`config.mk`:
```
export PLATFORM = sky130hd
export DESIGN_NAME = divchain
export DESIGN_NICKNAME = d
export VERILOG_FILES = /design/src/rtl/divchain_pkg.sv /design/src/rtl/dc_mod23_cell.sv /design/src/rtl/dc_word_sampler.sv /design/src/rtl/divchain.sv
export SDC_FILE = /design/constraint.sdc
export NUM_CORES = 1
export LEC_CHECK = 0
export BUFFER_PORTS_ARGS = -buffer_cell sky130_fd_sc_hd__buf_2
export CORE_ASPECT_RATIO = 1.5
export CORE_MARGIN = 2
export CORE_UTILIZATION = 59
export CTS_CLUSTER_SIZE = 12
export DETAILED_ROUTE_END_ITERATION = 16
export PLACE_DENSITY = 0.86
export REMOVE_ABC_BUFFERS = 1
export SYNTH_ARGS = -nofsm -noshare
export SYNTH_HDL_FRONTEND = slang
export SYNTH_HIERARCHICAL = 1
export SYNTH_SLANG_ARGS = --single-unit
export TNS_END_PERCENT = 30
```
`constraint.sdc`:
```
create_clock -name clk_i -period 7.9 [get_ports clk_i]
set_clock_uncertainty 0.2 [all_clocks]
set_input_delay 0.395 -clock clk_i [delete_from_list [all_inputs] [get_ports clk_i]]
set_output_delay 0.395 -clock clk_i [all_outputs]
set_load 0.05 [all_outputs]
```
`src/rtl/divchain_pkg.sv`:
```
package divchain_pkg;

  // Number of 2/3 cells in the cascade by default.
  localparam int unsigned DC_STAGES = 7;

  // Width of a cell's phase counter (counts up to 2).
  localparam int unsigned DC_PH_W = 2;

  // Division ratio for a given word: 2^stages plus the word.
  function automatic int unsigned dc_ratio(input int unsigned word,
                                           input int unsigned stages);
    int unsigned base;
    base = 32'd1 << stages;
    return base + (word & (base - 1));
  endfunction

  // Index of the last phase of a cell's output cycle:
  // 1 for a divide-by-2 cycle, 2 for a divide-by-3 cycle.
  function automatic logic [DC_PH_W-1:0] dc_last_phase(input logic bit_i,
                                                       input logic mod_i);
    return (bit_i && mod_i) ? DC_PH_W'(2) : DC_PH_W'(1);
  endfunction

endpackage

```
`src/rtl/dc_mod23_cell.sv`:
```
module dc_mod23_cell
  import divchain_pkg::*;
(
  input  logic clk_i,
  input  logic rst_ni,
  input  logic tick_i,   // one input period of this cell elapses
  input  logic mod_i,    // modulus control from the next (slower) cell
  input  logic bit_i,    // program bit for this cell
  output logic tick_o,   // one output period of this cell completes
  output logic mod_o     // modulus control toward the previous cell
);

  logic [DC_PH_W-1:0] phase_q;
  logic [DC_PH_W-1:0] last_ph;
  logic               at_last;

  assign last_ph = dc_last_phase(bit_i, mod_i);
  assign at_last = (phase_q >= last_ph);

  // Output cycle ends on the tick seen during the last phase.
  assign tick_o = tick_i && at_last;

  // Control goes back only during this cell's last input period,
  // and only when this cell is itself being steered.
  assign mod_o = mod_i && at_last;

  always_ff @(posedge clk_i or negedge rst_ni) begin
    if (!rst_ni) begin
      phase_q <= '0;
    end else if (tick_i) begin
      if (at_last) phase_q <= '0;
      else         phase_q <= phase_q + DC_PH_W'(1);
    end
  end

endmodule

```
`src/rtl/dc_word_sampler.sv`:
```
module dc_word_sampler #(
  parameter int unsigned WIDTH = 7
) (
  input  logic             clk_i,
  input  logic             rst_ni,
  input  logic             start_i,   // first cycle of an output period
  input  logic [WIDTH-1:0] word_i,
  output logic [WIDTH-1:0] word_o,    // word in force for this period
  output logic [WIDTH-1:0] held_o     // registered copy
);

  logic [WIDTH-1:0] held_q;

  // In the first cycle the live word is used; afterwards the copy
  // taken in that cycle holds for the rest of the period.
  assign word_o = start_i ? word_i : held_q;
  assign held_o = held_q;

  always_ff @(posedge clk_i or negedge rst_ni) begin
    if (!rst_ni) held_q <= '0;
    else         held_q <= word_o;
  end

endmodule

```
`src/rtl/divchain.sv`:
```
module divchain
  import divchain_pkg::*;
#(
  parameter int unsigned STAGES = DC_STAGES
) (
  input  logic              clk_i,
  input  logic              rst_ni,
  input  logic [STAGES-1:0] word_i,
  output logic              pulse_o
);

  // ticks[i] drives cell i; ticks[STAGES] marks the end of a period.
  logic [STAGES:0]   ticks;
  // mods[i] is the control leaving cell i; mods[STAGES] is tied on.
  logic [STAGES:0]   mods;
  logic [STAGES-1:0] word_eff;
  logic [STAGES-1:0] word_q;
  logic              start_q;
  logic              pulse_q;
  logic              period_end;

  assign ticks[0]      = 1'b1;
  assign mods[STAGES]  = 1'b1;
  assign period_end    = ticks[STAGES];

  dc_word_sampler #(.WIDTH(STAGES)) u_word (
    .clk_i   (clk_i),
    .rst_ni  (rst_ni),
    .start_i (start_q),
    .word_i  (word_i),
    .word_o  (word_eff),
    .held_o  (word_q)
  );

  for (genvar g = 0; g < STAGES; g++) begin : g_cell
    dc_mod23_cell u_cell (
      .clk_i  (clk_i),
      .rst_ni (rst_ni),
      .tick_i (ticks[g]),
      .mod_i  (mods[g+1]),
      .bit_i  (word_eff[g]),
      .tick_o (ticks[g+1]),
      .mod_o  (mods[g])
    );
  end

  // start_q marks the first cycle of each period, including the
  // first cycle after reset.
  always_ff @(posedge clk_i or negedge rst_ni) begin
    if (!rst_ni) begin
      start_q <= 1'b1;
      pulse_q <= 1'b0;
    end else begin
      start_q <= period_end;
      pulse_q <= period_end;
    end
  end

  assign pulse_o = pulse_q;

endmodule

```
### Word-level counts from Yosys, hierarchy flattened

Cells that the tools add are included.
W data, S select, Z words.

* multiplexer cells: 15
* magnitude comparators: 7
* $add $sub $neg: 7
* reduce and logical (&&, ||, !) cells: 17

Operators with widths (count)
* $mux W2: 14
* $logic_and A1 B1 Y1: 17
* $add A2 B1 Y2 const B: 7
* $ge A2 B2 Y1: 7
* $mux W7: 1

* flip-flop bits (word level): 23
* word-level logic and storage cells: 56
* output and inout bits: 1
* input bits: 9

### Longest topological paths before layout

* depth in word-level cells: 32
* mapped depth: 44
* gate-level depth less buffers: 43

### Cells and area by module

The synthesis kept the hierarchy.

By module, submodules not included
* dc_mod23_cell: sequential area each 50.0 µm², instances 7, area an instance 155.1 µm², cells an instance 16
* dc_word_sampler: sequential area each 175.2 µm², instances 1, area an instance 291.5 µm², cells an instance 15
* divchain: sequential area each 51.3 µm², instances 1, area an instance 55.1 µm², cells an instance 3

### Least setup slack after synthesis

No wires, ideal clock.

* path kind: register -> register
* start: register start_q
* end: register g_cell[6].u_cell.phase_q[1]
* data required time: 7.580 ns
* period minus slack after synthesis: 7.260 ns
* library setup time: 0.120 ns
* cell stages (with the launch flop): 45
* arrival: 6.940 ns
* path buffers: 1
* setup slack: 0.640 ns
* cells stage by stage: dfstp_2 -> buf_6 -> mux2_4 -> nand2_1 -> ha_1 -> nand2b_4 -> a21oi_2 -> nor2b_1 -> nand2_1 -> ha_1 -> nand2b_4 -> a21oi_2 -> nor2b_1 -> nand2_1 -> ha_1 -> nand2b_4 -> a21oi_2 -> nor2b_1 -> (+9 left out) -> nor2b_1 -> nand2_1 -> ha_1 -> nand2b_4 -> a21oi_2 -> nor2b_1 -> nand2_1 -> ha_1 -> nand2b_4 -> a21oi_2 -> nor2b_1 -> nor2b_1 -> nor2b_1 -> nor2b_1 -> nor2b_1 -> nor2b_1 -> nor2_1 -> a31o_1

* cells in the longest elaborated chain, start to end: 31
* elaborated cells between the ends (all ways): 32
* those cells by class: 7 x order compare; 9 x mux; 16 x reduce/logical

RTL lines
* start, declared: RTL line divchain.sv:18 `logic start_q;`
* start signal, assigned: RTL line divchain.sv:54 `start_q <= period_end;`
* $mux W7 (*): RTL line dc_word_sampler.sv:16 `assign word_o = start_i ? word_i : held_q;`
* net word_eff[6]: RTL line divchain.sv:16 `logic [STAGES-1:0] word_eff;`
* $mux W2 (*): RTL line divchain_pkg.sv:21 `return (bit_i && mod_i) ? DC_PH_W'(2) : DC_PH_W'(1);`
* $ge A2 B2 Y1 (*): RTL line dc_mod23_cell.sv:18 `assign at_last = (phase_q >= last_ph);`
* net mods[6]: RTL line divchain.sv:15 `logic [STAGES:0] mods;`
* $logic_and A1 B1 Y1: RTL line divchain_pkg.sv:21
* $mux W2: RTL line divchain_pkg.sv:21
* $ge A2 B2 Y1: RTL line dc_mod23_cell.sv:18
* (+1 left out)
* net mods[5]: RTL line divchain.sv:15
* (+4 left out)
* net mods[4]: RTL line divchain.sv:15
* (+4 left out)
* net mods[3]: RTL line divchain.sv:15
* (+4 left out)
* net mods[2]: RTL line divchain.sv:15
* (+4 left out)
* net mods[1]: RTL line divchain.sv:15
* (+3 left out)
* net ticks[1]: RTL line divchain.sv:13 `logic [STAGES:0] ticks;`
* (+1 left out)
* net ticks[2]: RTL line divchain.sv:13
* $logic_and A1 B1 Y1 (*): RTL line dc_mod23_cell.sv:21 `assign tick_o = tick_i && at_last;`
* net ticks[3]: RTL line divchain.sv:13
* $logic_and A1 B1 Y1 (*): RTL line dc_mod23_cell.sv:21
* net ticks[4]: RTL line divchain.sv:13
* $logic_and A1 B1 Y1 (*): RTL line dc_mod23_cell.sv:21
* net ticks[5]: RTL line divchain.sv:13
* $logic_and A1 B1 Y1 (*): RTL line dc_mod23_cell.sv:21
* net ticks[6]: RTL line divchain.sv:13
* end signal, assigned: RTL line dc_mod23_cell.sv:32 `else phase_q <= phase_q + DC_PH_W'(1);`
* end, declared: RTL line dc_mod23_cell.sv:13 `logic [DC_PH_W-1:0] phase_q;`

Mark *: on every way through the listed nets, which the timed path passes. The rest lies on a longest branch.
A chain may end at the register's enable or synchronous reset.

### Worst setup path after layout

Ends and elaborated chain as after synthesis.

==> run metrics <==
critical path required time about 8 ns; P per Cell Area around 420 mW/mm^2; Top Ports 10; critical path launch point type register; delay-heaviest family, CP simple AND/OR/NAND/NOR gates; start point of the critical path start_q; final instance area 0.00164 sq mm; TritonCTS clock tree built; synthesis-to-finish area growth 15.3%; initial core utilization between 60% and 70%; synthesized area roughly 0.0014 sq mm; Final period util between 90% and 100%; Pins Over Slew Limit 0; Crit-path slowest cell dfstp_2; Highest Clock Rate approximately 140 MHz; FF-to-FF Start start_q; Final min period approximately 7.3 ns; Switch Pwr ~0.00028 W; layout cells sized above 1 29.6%; Final Hold Vio Count 0; TritonCTS buffer count 3; CP Max Fanout 5; height of the die about 64 um; Pleak 0.803 nW; Filler Cells Inserted roughly 150; switching share of power about 40%; nets around 180; initial antenna violation count 0; Tot GR Track Use 20.0%; register share of total power about 28%; GR Overflow Total 0; Die Width between 40 and 50 um; HP Class in -> reg; WHS 0.117 ns; vias in the first global route around 1100; PortBufs 9; P_int 0.000408 W; Total Power just under 0.0007 W; Ys Warns 6; Hold Crit Start word_i[4]; DR iter-0 viols 30; kind of critical path reg -> reg; drc violations 0; DR WL met2 between 1000 and 1500 um; Least-Margin Pin Slew around 0.52 ns; Antenna diodes 0; max cap viols 0; setup TNS 0 ns; drt wl/cell 13.9 um; clk root buf clkbuf_4; die area approximately 0.0028 sq mm; critical path arrival between 7 and 8 ns; dpl cell area 0.00153 sq mm; largest net degree at the start of global routing 24; relative slew slack 65.1%; Core ar. 0.00226 sq mm; Skew-Pair Late Insertion Delay roughly 0.31 ns; global placement routability congestion approximately 0.74; M1 WL 914 um; buffer levels on the longest clock path 2; Bufs and invs on worst path 0; row cnt 21; Post-Syn Instances 129; Final setup viols 0; CTS clk-pin slew, worst paths 0.12 ns; Final HPWL DP around 1800 um; met3 WL roughly 74 um; CP Capture Type register; syn avg cell area between 10 and 15 sq um; outcome finished clean; Clk pwr share 7.9%; first-pass GRT wire length roughly 4200 um; clk sinks 23; H-Tree Depth 1; via count between 900 and 1000; Max VDD drop between 0.0002 and 0.0003 V; Logic pwr share 64.6%; Routed Antenna Nets 0; via/cell ratio between 5 and 6; total wire length between 2000 and 2500 um; Pre-antenna DRT Iters 4; slowest stage delay, CP around 0.57 ns; Max Used Layer met4
[power by group through the flow]
stage	combinational (W)	clock, W	sequential, W
2_1_floorplan	0.000301	0	0.000189
3_3_place_gp	0.000345	0	0.000189
3_5_place_dp	0.000378	0	0.000191
4_1_cts	0.000380	0.0000569	0.000189
5_1_grt	0.000494	0.0000620	0.000193
6_report	0.000442	0.0000540	0.000189
[through the flow]
step,cells,worst slack [ns],util (%)
after CTS,174,0.0351,69.5
final,175,0.555,72.8
after floorplan,134,0.656,-
after global routing,175,-0.0239,72.8
after global placement,169,0.360,67.9
after detailed placement,169,0.0938,67.9
[flip-flops by register name (all words and copies together) (netlist names)]
| register | flops |
|---|---|
| start_q | 1 |
| g_cell.u_cell/phase_q | 14 |
| pulse_o | 1 |
| u_word/held_o | 7 |
[cells in the final DEF, fill, tap and decap left out, drive strengths merged]
master / n
dfrtp: 22
ha: 21
inv: 14
nand2: 14
buf: 13
nor2b: 13
nand2b: 7
conb: 7
nor2: 7
a31o: 7
o21ai: 7
mux2: 7
a21oi: 7
clkbuf: 3
clkinv: 1
dlygate4sd3: 1
dfstp: 1
[worst register-to-register path: cells and delay by family, from the launching register on]
family,cells,cell delay (ns)
and+or+nand+nor,27,3.27
DFF,1,0.57
AOI/OAI and AO/OA,8,1.39
muxes,1,0.30
adders and majority gates,7,1.54
[layer usage]
layer | GRT usage, % | vias up
met5 | 0 | -
met4 | 7.95 | 0
met3 | 3.39 | 7
met2 | 38.2 | 25
met1 | 20.1 | 462
li1 | - | 470
[area by class of cell]
class                      count  area, sq um  area share, %
sequential                    23          577           35.1
tap                           23         28.8           1.75
inverter                      14         52.6           3.20
clock inverter                 1         5.00          0.304
timing repair buffer          14         85.1           5.18
clock buffer                   3         22.5           1.37
multi-input combinational     97          873           53.1
[path summary, 6_finish.rpt]
kind | slack [ns] | to | cells after the start
worst min register to register | 0.31 | u_word/held_o[4] | 1
min in group asynchronous | 0.38 | g_cell[2].u_cell/phase_q[0] | 2
worst max register to register | 0.55 | g_cell[6].u_cell/phase_q[1] | 43
worst min-delay path | 0.12 | u_word/held_o[4] | 2
worst max-delay path | 0.55 | g_cell[6].u_cell/phase_q[1] | 43
max in group asynchronous | 6.76 | start_q | 2
[timing repair]
| action | in CTS | in global routing |
|---|---|---|
| resized for setup | 0 | 14 |
| hold buffers | 1 | 0 |
| setup buffers | 0 | 1 |
| endpoints found under the hold margin | 22 | 0 |
| endpoints found under the setup margin | 0 | 7 |
(Power assumes the default switching activity.)
